[config.mk]
export PLATFORM = sky130hd
export DESIGN_NAME = quad_pos_counter
export DESIGN_NICKNAME = d
export VERILOG_FILES = /design/src/rtl/quad_pkg.sv /design/src/rtl/quad_ctrl.sv /design/src/rtl/quad_datapath.sv /design/src/rtl/quad_pos_counter.sv
export SDC_FILE = /design/constraint.sdc
export NUM_CORES = 1
export LEC_CHECK = 0
export ABC_AREA = 0
export BUFFER_PORTS_ARGS = -buffer_cell sky130_fd_sc_hd__buf_2
export CAP_MARGIN = 20
export CELL_PAD_IN_SITES_DETAIL_PLACEMENT = 1
export CELL_PAD_IN_SITES_GLOBAL_PLACEMENT = 1
export CORE_MARGIN = 2
export CORE_UTILIZATION = 41
export CTS_CLUSTER_DIAMETER = 120
export DETAILED_ROUTE_END_ITERATION = 7
export PLACE_DENSITY = 0.75
export SYNTH_ARGS = -nofsm -noshare
export SYNTH_HDL_FRONTEND = slang
export SYNTH_SLANG_ARGS = --single-unit
[constraint.sdc]
create_clock -name clk -period 4.46 [get_ports clk]
set_clock_uncertainty 0.15 [all_clocks]
set_input_delay 0.892 -clock clk [delete_from_list [all_inputs] [get_ports clk]]
set_output_delay 0.892 -clock clk [all_outputs]
set_load 0.02 [all_outputs]
[src/rtl/quad_pkg.sv]
package quad_pkg;

  typedef struct packed {
    logic track;    // reference valid, count every cycle
    logic capture;  // take the first reference pair
    logic load;     // host write
    logic clear;    // host read-and-clear (write absent)
  } quadStrobe_t;

  // transition code {newB, newA, oldB, oldA} -> signed count change
  function automatic logic signed [2:0] stepDelta(input logic [3:0] code);
    logic signed [2:0] d;
    case (code)
      4'd1, 4'd7, 4'd8, 4'd14:  d = 3'sd1;
      4'd2, 4'd4, 4'd11, 4'd13: d = -3'sd1;
      4'd3, 4'd12:              d = 3'sd2;
      4'd6, 4'd9:               d = -3'sd2;
      default:                  d = 3'sd0;
    endcase
    return d;
  endfunction

endpackage

[src/rtl/quad_ctrl.sv]
module quad_ctrl
  import quad_pkg::*;
#(
  parameter int SYNC_STAGES   = 2,
  parameter int SETTLE_CYCLES = 100000
) (
  input  logic        clk,
  input  logic        rstN,
  input  logic        chanA,
  input  logic        chanB,
  input  logic        rdClrReq,
  input  logic        wrReq,
  output quadStrobe_t strobe,
  output logic [1:0]  abSync,
  output logic        ready
);

  localparam int CNT_W = $clog2(SETTLE_CYCLES + 1);
  localparam logic [CNT_W-1:0] CNT_LAST = CNT_W'(SETTLE_CYCLES - 1);

  logic [SYNC_STAGES-1:0] syncA;
  logic [SYNC_STAGES-1:0] syncB;

  generate
    if (SYNC_STAGES == 1) begin : gSyncOne
      always_ff @(posedge clk or negedge rstN) begin
        if (!rstN) begin
          syncA <= '0;
          syncB <= '0;
        end else begin
          syncA <= chanA;
          syncB <= chanB;
        end
      end
    end else begin : gSyncChain
      always_ff @(posedge clk or negedge rstN) begin
        if (!rstN) begin
          syncA <= '0;
          syncB <= '0;
        end else begin
          syncA <= {syncA[SYNC_STAGES-2:0], chanA};
          syncB <= {syncB[SYNC_STAGES-2:0], chanB};
        end
      end
    end
  endgenerate

  assign abSync = {syncB[SYNC_STAGES-1], syncA[SYNC_STAGES-1]};

  logic [CNT_W-1:0] settleCnt;
  logic             readyQ;
  logic             captureNow;

  assign captureNow = !readyQ && (settleCnt == CNT_LAST);

  always_ff @(posedge clk or negedge rstN) begin
    if (!rstN) begin
      settleCnt <= '0;
      readyQ    <= 1'b0;
    end else if (captureNow) begin
      readyQ <= 1'b1;
    end else if (!readyQ) begin
      settleCnt <= settleCnt + 1'b1;
    end
  end

  always_comb begin
    strobe.track   = readyQ;
    strobe.capture = captureNow;
    strobe.load    = wrReq;
    strobe.clear   = rdClrReq && !wrReq;
  end

  assign ready = readyQ;

endmodule

[src/rtl/quad_datapath.sv]
module quad_datapath
  import quad_pkg::*;
#(
  parameter int POS_W = 32
) (
  input  logic             clk,
  input  logic             rstN,
  input  quadStrobe_t      strobe,
  input  logic [1:0]       abSync,
  input  logic [POS_W-1:0] wrData,
  output logic [POS_W-1:0] posNow
);

  logic [1:0]        prevAb;
  logic [3:0]        code;
  logic signed [2:0] rawStep;
  logic [POS_W-1:0]  stepExt;
  logic [POS_W-1:0]  posQ;

  assign code    = {abSync, prevAb};
  assign rawStep = stepDelta(code);
  // no motion is credited before the reference exists
  assign stepExt = strobe.track ? {{(POS_W-3){rawStep[2]}}, rawStep} : '0;

  always_ff @(posedge clk or negedge rstN) begin
    if (!rstN) begin
      prevAb <= 2'b00;
      posQ   <= '0;
    end else begin
      if (strobe.capture || strobe.track) prevAb <= abSync;
      if (strobe.load)       posQ <= wrData;
      else if (strobe.clear) posQ <= stepExt;
      else                   posQ <= posQ + stepExt;
    end
  end

  assign posNow = posQ;

endmodule

[src/rtl/quad_pos_counter.sv]
module quad_pos_counter
  import quad_pkg::*;
#(
  parameter int POS_W         = 32,
  parameter int SYNC_STAGES   = 2,
  parameter int SETTLE_CYCLES = 100000
) (
  input  logic             clk,
  input  logic             rstN,
  input  logic             chanA,
  input  logic             chanB,
  input  logic             rdReq,
  input  logic             rdClrReq,
  input  logic             wrReq,
  input  logic [POS_W-1:0] wrData,
  output logic [POS_W-1:0] rdData,
  output logic             rdValid,
  output logic             ready
);

  quadStrobe_t      strobe;
  logic [1:0]       abSync;
  logic [POS_W-1:0] posNow;

  quad_ctrl #(
    .SYNC_STAGES  (SYNC_STAGES),
    .SETTLE_CYCLES(SETTLE_CYCLES)
  ) ctrl_i (
    .clk     (clk),
    .rstN    (rstN),
    .chanA   (chanA),
    .chanB   (chanB),
    .rdClrReq(rdClrReq),
    .wrReq   (wrReq),
    .strobe  (strobe),
    .abSync  (abSync),
    .ready   (ready)
  );

  quad_datapath #(
    .POS_W(POS_W)
  ) dp_i (
    .clk   (clk),
    .rstN  (rstN),
    .strobe(strobe),
    .abSync(abSync),
    .wrData(wrData),
    .posNow(posNow)
  );

  always_ff @(posedge clk or negedge rstN) begin
    if (!rstN) begin
      rdData  <= '0;
      rdValid <= 1'b0;
    end else begin
      rdValid <= rdReq || rdClrReq;
      if (rdReq || rdClrReq) rdData <= posNow;
    end
  end

endmodule

==> results of run 1 <==
final cells by class:
cell class	count	area share, %
tap	172	3.48
clock buffer	14	4.27
timing repair buffer	77	6.67
inverter	12	0.728
sequential	89	36.0
multi-input combinational	407	48.9
flip-flops by register name (all words and copies together), names as in the netlist:
register / cells
dp_i.posNow: 32
rdData: 32
ctrl_i.settleCnt: 17
ctrl_i.syncA: 2
ctrl_i.syncB: 2
dp_i.prevAb: 2
ctrl_i.ready: 1
rdValid: 1
placed cells by master (no fill, tap or decap), drive strengths merged, types with 4 or more instances in the layout:
cell type	n
and3	5
a21oi	36
mux2	39
o211ai	12
xor2	22
nor3	9
nand4	10
nand2b	6
a221o	6
nand2	44
a21o	14
buf	77
xnor2	19
nor2	34
ha	35
mux2i	4
inv	12
o21a	14
o21ai	33
clkbuf	14
dfrtp	89
o31a	4
nand3	11
nor2b	5
cells in the mapped netlist (all sizes together), types with 6 or more instances:
cell	n	area (um2)
dfrtp	89	2230
nand2b	6	37.5
nor3	9	45.0
mux2	39	439
xnor2	19	166
o21ai	33	169
inv	12	45.0
o211ai	12	95.1
a221o	6	60.1
ha	35	438
nand4	10	62.6
o21a	14	105
nand2	44	168
clkbuf	17	63.8
xor2	22	193
a21o	14	106
a21oi	36	180
nor2	34	128
nand3	11	55.1
layer usage:
metal / wire [um] / up-vias / track usage, %
met2: 6820 / 86 / 35.5
met4: 225 / 0 / 7.37
li1: - / 2080 / -
met3: 613 / 13 / 3.33
met5: 0 / - / 0
met1: 6380 / 2141 / 27.3
metrics by stage:
step | total power (uW) | area (um2) | util [%] | hold slack [ns] | setup WS [ns]
after floorplan | 1110 | 5380 | - | 0.181 | 0.281
after global placement | 1220 | 5930 | 46.6 | 0.194 | 0.578
after detailed placement | 1230 | 5930 | 46.6 | 0.186 | 0.403
after CTS | 1940 | 6190 | 48.7 | 0.200 | 0.342
after global routing | 2000 | 6190 | 48.7 | 0.215 | 0.0363
final | 1910 | 6190 | 48.7 | 0.198 | 0.280
final timing paths:
check	start	to	slack [ns]	cells past startpoint
max	dp_i.prevAb[0]	dp_i.posNow[29]	0.28	15
min reg2reg	ctrl_i.syncA[0]	ctrl_i.syncA[1]	0.20	0
max in group asynchronous	rstN	dp_i.posNow[29]	3.19	2
max reg2reg	dp_i.prevAb[0]	dp_i.posNow[29]	0.28	15
min in group asynchronous	rstN	dp_i.posNow[7]	0.22	1
min	ctrl_i.syncA[0]	ctrl_i.syncA[1]	0.20	0
logic make-up (layout without fill, tap and decap cells):
family | after synthesis | count (layout) | share of synthesized area [%]
AOI/OAI and AO/OA | 146 | 146 | 19.2
and+or+nand+nor | 141 | 141 | 12.8
DFF | 89 | 89 | 41.4
muxes | 43 | 43 | 8.91
xor gates and xnor gates | 41 | 41 | 6.68
adders and majority gates | 36 | 36 | 8.52
buffers and inverters | 33 | 103 | 2.47
power breakdown:
group          internal [uW]  switching [uW]  leakage (uW)  total (uW)
sequential               867            36.4       0.00110         903
combinational            123             183       0.00162         306
clock                    402             302      0.000129         704
==> results.yml, run 1 <==
sta:
  max_freq_ghz: 0.239
  finalCritPeriodShare_pct: 93.7
  hold_viol_final: 0
  slew_headroom_pct: 32.4
  finalCriticalPeriod_ns: 4.18
  tns_ns: 0
  drv_slew: 0
  rsz0062_at_grt: "no"
  tightest_slew_ns: 1.01
  finalSetupViolCount: 0
critical_path:
  required_ns: 4.54
  crit_arrival_ns: 4.26
  crit_buf_inv: 2
  cp_cell_sequence: "inv_1 -> ha_1 -> a211o_1 -> nand2_1 -> a31oi_2 -> buf_12 -> ha_1 -> a21oi_1 -> o21ai_0 -> a221oi_1 -> o21a_1 -> o21ai_1 -> a21oi_1 -> mux2i_1 -> a221o_1"
  slowest_delay_ns: 0.57
  cp-end-kind: "flip-flop"
  startpoint_type: "flip-flop"
  critPathSlowestCell: "a31oi_2"
  cp_top_family: "compound AO/OA/AOI/OAI gates"
  path_max_fanout: 27
  critPathKind: "reg -> reg"
synth:
  syn_inst: 529
  synth.cell_area_um2: 5380
  syn_area_per_cell_um2: 10.2
  ys_async_sr_fraction_pct: 100
  yosysSeqAreaShare_pct: 41.4
  synth_ff_type: "dfrtp_1"
  ys_ff_latch: 89
  yosysWarnings: 0
  synth_fp_nets: 604
  synth_edf_count: 0
  synthDistinctLibCells: 63
pwr:
  powerDensity_nw_per_um2: 309
  p_leak_uw: 0.00285
  ir_drop_uv: 186
die:
  num_io_pins: 73
  initial_core_util_pct: 42.3
  core_area_um2: 12700
  die_area_um2: 14000
  die_height_um: 119
  fp.dieW_um: 119
  rows: 41
worst_hold_path:
  hold_path.class: "reg -> reg"
final_layout:
  post_route_cells_drive_above_1_share_pct: 23.4
  nNetsFinal: 671
  syn_to_final_growth_pct: 15.1
  filler_cell_count: 1486
  insertedDiodeCount: 0
  ff_latch_area_um2: 2230
  final_cell_count_no_fill: 771
  multi_input_area_um2: 3030
placed_design:
  dpl.cell_count: 757
  gp_congestion: 0.867
  numPortBuffers: 72
  hpwl_um: 10300
clock_tree:
  cts_tree: "built"
  cts_made_buffers: 9
  cts_buffer_depth: 2
  cts_sinks: 89
  ctsRootBufferMaster: "clkbuf_16"
  htreeDepth: 3
  cts_resized: 0
  clkTransAtPathRegs_ns: 0.06
  clk_latency_ns: 0.35
  cts_hold_buf: 0
  post_cts_buffers: 0
grt:
  grt_max_degree: 42
  grt_pass1_wl_um: 23500
  first_global_vias: 4557
  antenna_found_initial: 0
  grtUsageTotal_pct: 21.0
  overflow: 0
run_status:
  outcome: "completed"
route:
  drc: 0
  first_iter_violations: 153
  vias_per_cell: 5.60
  wire_per_inst_um: 18.2
  drtPass1Iterations: 4
  drt_wl_total_um: 14000
  vias: 4320
  ant_nets: 0
flow_run:
  maxCapViolations: 0
Note: power is estimated with default switching activity, not from simulation.
==> run 2: changes to the inputs <==
- ABC_CLOCK_PERIOD_IN_PS: not set -> 4000
- CORE_UTILIZATION: 41 -> 45
- PLACE_DENSITY: 0.75 -> 0.78
- clock period: 4.46 -> 4 ns (I/O delays scaled with it)
==> run 2 against run 1 <==
  * Utilization increased by 6.6 points
  * Hold slack improved by 0.011 ns
  * Non-clock buffer count increased by 13
  * Design area increased by 2.8%
  * Setup slack got worse by 0.12 ns
  * Sequential share of layout area decreased by 0.97 points
  * Critical path depth unchanged
  * Fmax increased by 8.8%
  * Final cell count decreased by 1.7%
  * Global-route usage increased by 3.4 points
  * Register-to-register slack got worse by 0.12 ns
  * Clock power increased by 23%
  * Largest cell class unchanged
  * Largest power group unchanged
==> results.yml, run 2 (synthesized netlist as in run 1, its figures left out) <==
placed_design:
  dp_slack_ns: 0.0272
  numPortBuffers: 72
  gp_congestion: 0.871
  hpwl_um: 11000
clock_tree:
  htreeDepth: 3
  cts_hold_buf: 0
  clkTransAtPathRegs_ns: 0.07
  cts_buffer_depth: 2
  cts_sinks: 89
  ctsRootBufferMaster: "clkbuf_16"
  clk_latency_ns: 0.36
  cts_made_buffers: 9
  cts_tree: "built"
grt:
  first_global_vias: 4747
  grt_pass1_wl_um: 24500
  antenna_found_initial: 0
  overflow: 0
  grt_max_degree: 36
  grtUsageTotal_pct: 24.5
critical_path:
  path_max_fanout: 4
  critPathKind: "reg -> reg"
  critical_path.most_common_cell: "xnor2_1"
  cp-end-kind: "flip-flop"
  crit_buf_inv: 1
  crit_arrival_ns: 3.94
  cp_cell_sequence: "inv_1 -> ha_1 -> xnor2_1 -> xnor2_1 -> and2_1 -> ha_1 -> fa_2 -> a211oi_2 -> o21ai_1 -> a21o_2 -> o21ai_1 -> o211ai_2 -> a221oi_2 -> xnor2_1 -> a221o_1"
  slowest_delay_ns: 0.39
  critPathSlowestCell: "fa_2"
  required_ns: 4.09
  cp_top_family: "compound AO/OA/AOI/OAI gates"
  startpoint_type: "flip-flop"
sta:
  hold_viol_final: 0
  layout_setup_ws_ns: 0.157
  hold_ws_ns: 0.208
  tns_ns: 0
  finalCriticalPeriod_ns: 3.84
  finalSetupViolCount: 0
  max_freq_ghz: 0.260
  finalCritPeriodShare_pct: 96.1
  tightest_slew_ns: 0.754
  drv_slew: 0
  slew_headroom_pct: 49.7
pwr:
  power.total_uw: 2230
  ir_drop_uv: 214
  powerDensity_nw_per_um2: 350
  p_leak_uw: 0.00292
final_layout:
  mostFrequentLayoutCells: "dfrtp_1, buf_2, nand2_1, mux2_2, a21oi_1"
  syn_to_final_growth_pct: 18.3
  filler_cell_count: 1308
  nNetsFinal: 685
  mostFrequentLayoutCell: "dfrtp_1"
  post_route_cells_drive_above_1_share_pct: 27.6
  insertedDiodeCount: 0
  final_core_util_pct: 55.2
die:
  rows: 39
  core_area_um2: 11500
  die_height_um: 113
  num_io_pins: 73
  die_area_um2: 12800
  initial_core_util_pct: 46.7
  fp.dieW_um: 113
run_status:
  outcome: "completed"
route:
  drtPass1Iterations: 4
  first_iter_violations: 230
  vias_per_cell: 5.93
  wire_per_inst_um: 20.2
  vias: 4492
  drt_wl_total_um: 15300
  ant_nets: 0
  drc: 0
flow_run:
  maxCapViolations: 0
worst_hold_path:
  hold_path.class: "reg -> reg"
## run 2: cell types whose count changed in the layout (fill, tap and decap cells not counted), moves of 3 or more
cell,before,now
buf_4,5,18
clkbuf_1,3,0
ha_2,0,4
ha_1,35,29
clkinv_4,0,3
clkinv_2,0,3
## run 2: final timing paths
| kind | from | to | slack, ns | cells past startpoint |
|---|---|---|---|---|
| worst max-delay path | dp_i.prevAb[0] | dp_i.posNow[28] | 0.16 | 15 |
| worst min-delay path | ctrl_i.syncA[0] | ctrl_i.syncA[1] | 0.21 | 0 |
| worst max register to register | dp_i.prevAb[0] | dp_i.posNow[28] | 0.16 | 15 |
| worst min register to register | ctrl_i.syncA[0] | ctrl_i.syncA[1] | 0.21 | 0 |
| max in group asynchronous | rstN | rdData[0] | 2.69 | 2 |
| min in group asynchronous | rstN | dp_i.posNow[11] | 0.22 | 1 |
## run 2: routing by layer
metal  track usage [%]  vias up  wire length [um]
met5                 0        -                 0
met4              11.1        0               360
met3              4.28       26               579
met2              41.7       89              7630
met1              30.3     2269              6750
li1                  -     2108                 -
## run 2: final cells by class
type / count / area (um2) / share of cell area (%)
clock buffers: 9 / 225 / 3.54
repair buffers: 90 / 502 / 7.89
well taps: 143 / 179 / 2.81
flip-flops and latches: 89 / 2230 / 35.0
inverters: 12 / 45.0 / 0.708
multi-input cells: 408 / 3110 / 48.9
clock inverters: 7 / 71.3 / 1.12
## run 2: metrics by stage
stage               cells  cell area, um2
floorplan             529            5390
global placement      734            5930
detailed placement    734            5930
CTS                   751            6230
global route          758            6360
finish                758            6360
## run 2: report_power, final
part | switching, uW | internal (uW) | total, uW
registers | 42.4 | 966 | 1010
logic | 211 | 142 | 354
clock network | 380 | 484 | 864
## run 2: what timing repair did
| item | 4_1_cts | 5_1_grt |
|---|---|---|
| hold endpoints to repair | 0 | 0 |
| pin swaps | 1 | 3 |
| buffers inserted | 1 | 6 |
| endpoints found under the setup margin | 1 | 8 |
| gates resized for setup | 0 | 13 |
| cloned | 0 | 1 |
==> run 3: changes to the inputs <==
- ABC_CLOCK_PERIOD_IN_PS: 4000 -> 3500
- CORE_UTILIZATION: 45 -> 41
- PLACE_DENSITY: 0.78 -> 0.75
- clock period: 4 -> 3.5 ns (I/O delays scaled with it)
==> run 3 against run 2 <==
  * The flow now finishes with violations (setup timing)
  * Clock power up 5.7%
  * Sequential share of layout area down 5.1 points
  * Global-route usage down 0.16 points
  * Via count up 12%
  * Routed wire length up 28%
  * Largest cell class unchanged
  * Critical path depth unchanged
  * Register-to-register slack worse by 0.54 ns
  * Combinational power up 45%
  * Die area up 9.4%
  * Critical endpoint is now dp_i.posNow[16]
==> results.yml, run 3 (synthesized netlist as in run 1, its figures left out) <==
critical_path:
  crit_arrival_ns: 3.95
  critPathSlowestCell: "dfrtp_1"
  r2r_cells: 15
  path_depth: 15
  required_ns: 3.57
  cp_top_family: "compound AO/OA/AOI/OAI gates"
  cp_cell_sequence: "inv_2 -> ha_4 -> xnor2_1 -> xnor2_1 -> and2_4 -> ha_4 -> fa_2 -> a211oi_2 -> o21ai_1 -> a21o_4 -> o31a_1 -> o31a_1 -> o31a_1 -> a21oi_2 -> a21oi_1"
  slowest_delay_ns: 0.41
  cp-end-kind: "flip-flop"
  path_max_fanout: 4
  crit_buf_inv: 1
  critical_path.most_common_cell: "o31a_1"
  regToRegSetupSlack_ns: -0.38
  critPathKind: "reg -> reg"
  startpoint_type: "flip-flop"
final_layout:
  post_route_cells_drive_above_1_share_pct: 43.9
  final_cell_count_no_fill: 857
  mostFrequentLayoutCells: "dfrtp_1, buf_4, buf_2, mux2_2, nand2_1"
  mostFrequentLayoutCell: "dfrtp_1"
  syn_to_final_growth_pct: 38.6
  final_core_util_pct: 58.6
  nNetsFinal: 755
grt:
  grt_max_degree: 55
  grtUsageTotal_pct: 24.3
  overflow: 0
  antenna_found_initial: 0
  grt_pass1_wl_um: 26800
  first_global_vias: 5108
sta:
  drv_slew: 0
  finalSetupViolCount: 20
  slew_headroom_pct: 35.6
  finalCriticalPeriod_ns: 3.88
  hold_ws_ns: 0.206
  tns_ns: -3.29
  layout_setup_ws_ns: -0.381
  hold_viol_final: 0
  rsz0062_at_grt: "yes"
  max_freq_ghz: 0.258
  finalCritPeriodShare_pct: 111
  tightest_slew_ns: 0.966
pwr:
  p_comb_share_pct: 19.9
  p_switching_uw: 764
  clockPowerShare_pct: 35.3
  powerDensity_nw_per_um2: 347
  switching_share_pct: 29.5
  p_leak_uw: 0.00333
  intPower_uw: 1830
  ir_drop_uv: 293
  seqPwrFrac_pct: 44.8
clock_tree:
  ctsRootBufferMaster: "clkbuf_16"
  cts_buffer_depth: 2
  clkTransAtPathRegs_ns: 0.06
  clk_latency_ns: 0.36
  htreeDepth: 3
  cts_made_buffers: 9
  cts_hold_buf: 0
  cts_sinks: 89
  cts_tree: "built"
run_status:
  violations: "setup timing"
  outcome: "finished, violations left"
die:
  rows: 41
  core_area_um2: 12700
  num_io_pins: 73
  die_height_um: 119
  initial_core_util_pct: 42.3
  die_area_um2: 14000
  fp.dieW_um: 119
worst_hold_path:
  hold_path.class: "reg -> reg"
  min_path_cells: 0
route:
  drt_wl_total_um: 19600
  ant_nets: 0
  drc: 0
  first_iter_violations: 284
  wire_per_inst_um: 22.8
  vias: 5011
  drtPass1Iterations: 4
  vias_per_cell: 5.85
placed_design:
  numPortBuffers: 72
  dpl.cell_count: 824
  hpwl_um: 12000
  gp_congestion: 0.928
  dp_slack_ns: -0.352
flow_run:
  maxCapViolations: 0
run 3: path summary, 6_finish.rpt:
kind	start	to
max	dp_i.prevAb[1]	dp_i.posNow[16]
min	ctrl_i.syncA[0]	ctrl_i.syncA[1]
max reg2reg	dp_i.prevAb[1]	dp_i.posNow[16]
min reg2reg	ctrl_i.syncA[0]	ctrl_i.syncA[1]
max in group asynchronous	rstN	rdData[7]
min in group asynchronous	rstN	dp_i.posNow[9]
run 3: area by class of cell:
type	count	area, um2
fill	1414	5270
clock buffer	12	246
tap	172	215
sequential	89	2230
multi-input combinational	407	3600
timing repair buffer	161	1100
antenna	1	2.50
inverter	12	45.0
clock inverter	3	17.5
run 3: repair_timing:
item | in CTS | in global routing
gates resized for setup | 40 | 69
gates cloned | 0 | 1
setup buffers | 5 | 12
pin swaps | 16 | 49
hold endpoints to repair | 0 | 0
endpoints found under the setup margin | 17 | 21
run 3: power groups by stage:
stage | Sequential [uW] | Combinational, uW | Clock [uW]
2_1_floorplan | 1210 | 203 | 0
3_3_place_gp | 1170 | 433 | 0
3_5_place_dp | 1170 | 451 | 0
4_1_cts | 1160 | 467 | 920
5_1_grt | 1170 | 547 | 974
6_report | 1160 | 515 | 913
run 3: stage by stage:
step | total power [uW] | instance area, um2
final | 2590 | 7450
after global routing | 2690 | 7450
after CTS | 2540 | 7000
after detailed placement | 1620 | 6470
after global placement | 1600 | 6470
after floorplan | 1420 | 5410
run 3: per-layer routing:
| metal | wire [um] | share of wire [%] | track usage, % | up-vias |
|---|---|---|---|---|
| met1 | 7810 | 40 | 29.7 | 2540 |
| met2 | 10100 | 52 | 42.5 | 175 |
| met4 | 731 | 3.7 | 10.7 | 0 |
| met5 | 0 | 0 | 0 | - |
| li1 | - | - | - | 2246 |
| met3 | 889 | 4.5 | 3.28 | 50 |
